**config.mk**
```make
export PLATFORM = sky130hd
export DESIGN_NAME = comma_deser
export DESIGN_NICKNAME = d
export VERILOG_FILES = /design/src/rtl/comma_deser_pkg.sv /design/src/rtl/cd_window.sv /design/src/rtl/cd_comma_det.sv /design/src/rtl/cd_framer.sv /design/src/rtl/cd_launch.sv /design/src/rtl/comma_deser.sv
export SDC_FILE = /design/constraint.sdc
export NUM_CORES = 1
export LEC_CHECK = 0
export ABC_AREA = 1
export BUFFER_PORTS_ARGS = -buffer_cell sky130_fd_sc_hd__buf_2
export CORE_MARGIN = 2
export CORE_UTILIZATION = 47
export DETAILED_ROUTE_END_ITERATION = 7
export GPL_TIMING_DRIVEN = 0
export PLACE_DENSITY = 0.7
export SLEW_MARGIN = 15
export SYNTH_ARGS = -nofsm -noshare
export SYNTH_HDL_FRONTEND = slang
export SYNTH_HIERARCHICAL = 1
export SYNTH_SLANG_ARGS = --single-unit
```
**constraint.sdc**
```tcl
create_clock -name clk -period 1.12 [get_ports clk]
set_input_delay 0.056 -clock clk [delete_from_list [all_inputs] [get_ports clk]]
set_output_delay 0.056 -clock clk [all_outputs]
set_load 0.02 [all_outputs]
```
**src/rtl/comma_deser_pkg.sv**
```systemverilog
package comma_deser_pkg;
  localparam int CHAR_W   = 10;
  localparam int COMMA_W  = 7;
  // Bit j holds the j-th received bit of the comma: 0,0,1,1,1,1,1.
  localparam logic [COMMA_W-1:0] COMMA_PAT = 7'b1111100;
endpackage

```
**src/rtl/cd_window.sv**
```systemverilog
module cd_window #(
  parameter int W = 10
) (
  input  logic         clk,
  input  logic         rst_n,
  input  logic         bit_i,
  output logic [W-1:0] win_o
);
  logic [W-1:0] hist_q;

  // Newest bit enters at the top; oldest ends in bit 0.
  function automatic logic [W-1:0] push_bit(input logic [W-1:0] h, input logic b);
    return {b, h[W-1:1]};
  endfunction

  assign win_o = push_bit(hist_q, bit_i);

  always_ff @(posedge clk or negedge rst_n) begin
    if (!rst_n) hist_q <= '0;
    else        hist_q <= win_o;
  end
endmodule

```
**src/rtl/cd_comma_det.sv**
```systemverilog
module cd_comma_det #(
  parameter int W  = 10,
  parameter int CW = 7,
  parameter logic [CW-1:0] PAT = 7'b1111100
) (
  input  logic [W-1:0] win_i,
  input  logic         en_i,
  output logic         hit_o
);
  function automatic logic tail_match(input logic [W-1:0] w);
    return w[W-1 -: CW] == PAT;
  endfunction

  assign hit_o = en_i && tail_match(win_i);
endmodule

```
**src/rtl/cd_framer.sv**
```systemverilog
module cd_framer #(
  parameter int W  = 10,
  parameter int CW = 7
) (
  input  logic clk,
  input  logic rst_n,
  input  logic hit_i,
  output logic emit_o,
  output logic flag_o
);
  localparam int CNT_W = $clog2(W);
  localparam logic [CNT_W-1:0] LAST   = CNT_W'(W - 1);
  localparam logic [CNT_W-1:0] RELOAD = CNT_W'(CW);

  logic [CNT_W-1:0] cnt_q;
  logic             pend_q;

  function automatic logic [CNT_W-1:0] cnt_step(input logic [CNT_W-1:0] c, input logic h);
    if (h)              return RELOAD;
    else if (c == LAST) return '0;
    else                return c + 1'b1;
  endfunction

  assign emit_o = !hit_i && (cnt_q == LAST);
  assign flag_o = pend_q;

  always_ff @(posedge clk or negedge rst_n) begin
    if (!rst_n) begin
      cnt_q  <= '0;
      pend_q <= 1'b0;
    end else begin
      cnt_q <= cnt_step(cnt_q, hit_i);
      if (hit_i)       pend_q <= 1'b1;
      else if (emit_o) pend_q <= 1'b0;
    end
  end
endmodule

```
**src/rtl/cd_launch.sv**
```systemverilog
module cd_launch #(
  parameter int W = 10
) (
  input  logic         clk,
  input  logic         rst_n,
  input  logic         emit_i,
  input  logic [W-1:0] win_i,
  input  logic         flag_i,
  output logic [W-1:0] word_o,
  output logic         sync_o,
  output logic         bclk_a_o,
  output logic         bclk_b_o
);
  logic ph_q;

  always_ff @(posedge clk or negedge rst_n) begin
    if (!rst_n) begin
      word_o <= '0;
      sync_o <= 1'b0;
      ph_q   <= 1'b0;
    end else if (emit_i) begin
      word_o <= win_i;
      sync_o <= flag_i;
      ph_q   <= ~ph_q;
    end
  end

  assign bclk_a_o = ph_q;
  assign bclk_b_o = ~ph_q;
endmodule

```
**src/rtl/comma_deser.sv**
```systemverilog
module comma_deser #(
  parameter int CHAR_W  = comma_deser_pkg::CHAR_W,
  parameter int COMMA_W = comma_deser_pkg::COMMA_W,
  parameter logic [COMMA_W-1:0] COMMA_PAT = comma_deser_pkg::COMMA_PAT
) (
  input  logic              clk,
  input  logic              rst_n,
  input  logic              sdata_i,
  input  logic              align_en_i,
  output logic [CHAR_W-1:0] word_o,
  output logic              sync_o,
  output logic              bclk_a_o,
  output logic              bclk_b_o
);
  logic [CHAR_W-1:0] win_w;
  logic              hit_w;
  logic              emit_w;
  logic              flag_w;

  cd_window #(.W(CHAR_W)) u_win (
    .clk(clk), .rst_n(rst_n), .bit_i(sdata_i), .win_o(win_w)
  );

  cd_comma_det #(.W(CHAR_W), .CW(COMMA_W), .PAT(COMMA_PAT)) u_det (
    .win_i(win_w), .en_i(align_en_i), .hit_o(hit_w)
  );

  cd_framer #(.W(CHAR_W), .CW(COMMA_W)) u_frm (
    .clk(clk), .rst_n(rst_n), .hit_i(hit_w), .emit_o(emit_w), .flag_o(flag_w)
  );

  cd_launch #(.W(CHAR_W)) u_out (
    .clk(clk), .rst_n(rst_n), .emit_i(emit_w), .win_i(win_w), .flag_i(flag_w),
    .word_o(word_o), .sync_o(sync_o), .bclk_a_o(bclk_a_o), .bclk_b_o(bclk_b_o)
  );
endmodule

```
-- Yosys cells after proc, flatten, opt, wreduce, memory -nomap -nowiden
Index checks and enable logic that the tools add are counted.
- bits of input ports: 4
- ROM bits: 0
- output and inout bits: 13
- latch bits: 0
- memories kept: 0
- register bits: 27
- RAM bits: 0
- bitwise logic cells: 1
- div/mod/pow operators: 0
- shifts and indexed selects: 0
- equality and inequality tests: 2
- multiply operators: 0
- muxes and demuxes: 4
- $add $sub $neg: 1
- order comparisons: 0
- reductions and logical operators: 4
- operator list (cell ; number):
    $mux W4 ; 2
    $eq A7 B7 Y1 const B ; 1
    $add A4 B1 Y4 const B ; 1
    $eq A4 B4 Y1 const B ; 1
    $logic_and A1 B1 Y1 ; 2
    $mux W1 ; 2
    $reduce_bool A2 Y1 ; 1
    $logic_not A1 Y1 ; 1
    $not A1 Y1 ; 1

-- Longest topological paths before layout
- word-level depth: 6
- gate-level depth with buffers: 10
- mapped depth without buffers: 8

-- Modules after synthesis
The synthesis kept the hierarchy.
- by module, submodules not included (module ; cells an instance ; seq. area each (um^2) ; area an instance (um^2) ; instances):
    cd_launch ; 52 ; 300.3 ; 461.7 ; 1
    cd_window ; 10 ; 225.2 ; 232.7 ; 1
    cd_framer ; 29 ; 125.1 ; 229.0 ; 1
    cd_comma_det ; 10 ; 0.0 ; 37.5 ; 1

-- Worst setup path after synthesis
Ideal clock, no wire load.
- kind: reg-to-reg
- start: register u_frm.cnt_q[1]
- end: register u_out.sync_o
- clock period less this slack: 1193 ps
- library setup time: 117 ps
- data arrival time: 1076 ps
- cell stages (with the launch flop): 8
- slack: -73 ps
- data required time: 1003 ps
- cells stage by stage: dfrtp_1 > nor2_2 > nand2_2 > nor2_1 > inv_2 > buf_6 > nand2_1 > nand2_1
- word-level cells in the longest chain between the ends: 2
- ends and longest elaborated chain (element ; line ; source):
    from (decl) ; cd_framer.sv:15 ; logic [CNT_W-1:0] cnt_q;
    from (signal assigned) ; cd_framer.sv:32 ; cnt_q <= cnt_step(cnt_q, hit_i);
    $eq A4 B4 Y1 ; cd_framer.sv:24 ; assign emit_o = !hit_i && (cnt_q == LAST);
    $logic_and A1 B1 Y1 ; cd_framer.sv:24 ;
    named net emit_w ; comma_deser.sv:17 ; logic emit_w;
    to (signal assigned) ; cd_launch.sv:23 ; sync_o <= flag_i;
    to (decl) ; cd_launch.sv:10 ; output logic sync_o,
The timed path passes the listed nets, and every way through them passes these cells.
A chain may end at the register's enable or synchronous reset.

-- Final worst setup path
- start: register u_win.hist_q[5]
- end: register u_out.word_o[0]
- word-level cells in the longest chain between the ends: 4
- ends and longest elaborated chain (element ; line ; source):
    from (decl) ; cd_window.sv:9 ; logic [W-1:0] hist_q;
    from (signal assigned) ; cd_window.sv:20 ; else hist_q <= win_o;
    $eq A7 B7 Y1 ; cd_comma_det.sv:11 ; return w[W-1 -: CW] == PAT;
    $logic_and A1 B1 Y1 ; cd_comma_det.sv:14 ; assign hit_o = en_i && tail_match(win_i);
    named net hit_w ; comma_deser.sv:16 ; logic hit_w;
    $logic_not A1 Y1 ; cd_framer.sv:24 ;
    $logic_and A1 B1 Y1 ; cd_framer.sv:24 ;
    named net emit_w ; comma_deser.sv:17 ;
    to (signal assigned) ; cd_launch.sv:22 ; word_o <= win_i;
    to (decl) ; cd_launch.sv:9 ; output logic [W-1:0] word_o,
The timed path passes the listed nets, and every way through them passes these cells.

==> out/qor.csv <==
metric,value,unit
clockRootBuffer,clkbuf_4,
io_pins,17,
worst-slew-pin-transition,0.571,ns
drv_slew,0,
fin_crit,1.19,ns
ys_seq_elements,26,
yosysWarnings,6,
maxCapViolations,0,
detail-route-antenna-nets,0,
htree_levels,1,
hold_class,primary input to flip-flop,
place_inst,144,
via_per_inst,4.56,
ff2ff_setup_slack,-0.07,ns
die_w,49.2,um
area_growth,37.1,%
dr.pass1.iters,4,
overflow,0,
fp.coreArea,0.00194,mm2
vias,766,
place_congestion,0.772,
fp.dieH,49.2,um
syn_area,961,um2
yosys.area.top_type,dfrtp_1,
fmax,0.838,GHz
power.density,2210,mW/mm2
rr_endpoint,u_out/word_o[0],
start_kind,flip-flop,
min_from,sdata_i,
setup_ws,-0.0729,ns
synth.avg_cell_area,9.51,um2
nets,146,
portBuffers,16,
r2r-start,u_win/hist_q[5],
syn_inst,101,
violations,setup timing,
finalSetupViolCount,12,
drive_above_1_share,41.8,%
tritoncts.num_buffers,3,
synth_top_area_share,67.7,%
placed_area,0.00109,mm2
stdcell_area,0.00132,mm2
drc,0,
grt_antenna_before_repair,0,
end_kind,flip-flop,
first_global_vias,775,
cts_tree,done,
dp_hpwl,1110,um
vdd_drop_max,0.00121,V
finalNonFillerCells,168,
drt_wl_total,1950,um
grt_pass1_wl,3330,um
grt_usage,18.1,%
drtIter0Drc,15,
grt_max_degree,27,
power_leakage,0.728,nW
ys_seq_area_share,67.7,%
r2r_cells,8,
post-place-ws,-0.140,ns
path_max_fanout,5,
numClockSinks,26,
dieArea,0.00242,mm2
ys_top_cells_by_area,"dfrtp_1, nand2_1, inv_1",
min_to,u_out/word_o[9],
synth.distinct_cells,13,
hold_path_depth,4,
relSlewSlack,61.9,%
wire_per_inst,11.6,um
required,1.38,ns
status,finished with violations,
critical_path_arrival,1.46,ns
critPathKind,flip-flop to flip-flop,
cts_max_path_buffers,2,
finClkSkew,0.00275,ns
rsz0062_at_grt,yes,
synth_nets,105,
num_rows,16,
power,0.00292,W
insertion_delay,0.31,ns
clk_pin_slew,0.13,ns
antenna_cells,0,
hold_violations,0,
timing.final.crit_share,107,%
start_util,49.5,%
## synth_stat cells
cell and n:
inv_2 2, nor2_1 4, dfrtp_1 26, inv_1 7, nand3_1 1, buf_6 1
a21oi_1 1, o21ai_0 1, buf_4 2, nand2_2 1, nor2_2 2, nand4_1 1
nand2_1 52
## sequential cells by signal, summed over array words and instances (netlist names)
| name | cells |
|---|---|
| u_frm/cnt_q | 4 |
| u_frm/flag_o | 1 |
| u_out/bclk_a_o | 1 |
| u_out/sync_o | 1 |
| u_out/word_o | 10 |
| u_win/hist_q | 9 |
## stage by stage
stage | hold slack [ns] | setup TNS [ns] | utilization, %
5_1_grt | 0.0461 | -1.72 | 67.8
2_1_floorplan | -0.240 | 0 | -
6_report | 0.0413 | -0.743 | 67.8
3_5_place_dp | 0.0801 | -1.34 | 56.1
3_3_place_gp | 0.0756 | -0.895 | 56.1
4_1_cts | 0.0325 | -0.571 | 65.9
## kinds of logic after synthesis
kind of cell,Yosys count,synth area share [%]
buf+inv,12,6.25
simple gates,61,25.0
flops,26,67.7
compound gates,2,1.04
## layer usage
metal | GRT usage, % | part of all wire, % | up-vias
li1 | - | - | 377
met1 | 23.2 | 45 | 350
met2 | 28.4 | 48 | 33
met3 | 3.99 | 4.9 | 6
met4 | 10.0 | 2.0 | 0
met5 | 0 | 0 | -
## layout by cell type (no fill, tap or decap)
cell type      count
nand3_1            1
nor2_2             2
inv_2              2
buf_2             16
nand2_1           42
buf_4             19
nor2_4             3
buf_6              2
inv_1              7
dlygate4sd3_1      2
clkbuf_8           1
nor2_1             1
o21ai_0            1
a21oi_1            1
nand4_1            1
clkbuf_4           3
nand2_2           11
dfrtp_1           26
## power by group
group / internal (W) / switching (W) / total, W
combinational: 0.000412 / 0.000656 / 0.00107
clock: 0.000199 / 0.000262 / 0.000461
sequential: 0.00121 / 0.000175 / 0.00139
## worst max path at each step
stage	startpoint	depth (start not counted)	endpoint	slack, ns
final	u_win/hist_q[5]	8	u_out/word_o[0]	-0.07
after global routing	u_win/hist_q[6]	9	u_out/word_o[8]	-0.16
after floorplan	u_win/hist_q[5]	7	u_out/word_o[4]	0.01
after detailed placement	u_frm/cnt_q[1]	7	u_out/word_o[3]	-0.14
after CTS	u_win/hist_q[5]	7	u_out/word_o[0]	-0.06
after global placement	u_win/hist_q[5]	7	u_out/word_o[7]	-0.09
## layout make-up
type	instances	area (um2)
flip-flops and latches	26	651
fillers	160	624
multi-input cells	63	298
repair buffers	36	239
clock buffers	4	36.3
inverters	9	33.8
well taps	27	33.8
plain buffers	3	26.3
## worst max-delay path, cell delays in order, from the launching register on
cell and delay, ns:
dfrtp_1 0.41, nor2_1 0.12, nand2_1 0.09, nor2_4 0.13
nor2_4 0.06, inv_2 0.09, buf_6 0.13, nand2_1 0.05
nand2_1 0.06
## what timing repair did
action,in CTS,in global routing
buffers inserted,14,3
hold endpoints to repair,27,0
hold buffers,2,0
cloned,1,0
setup endpoints to repair,12,13
pin swaps,4,3
gates resized for setup,8,6
(Power assumes the default switching activity.)
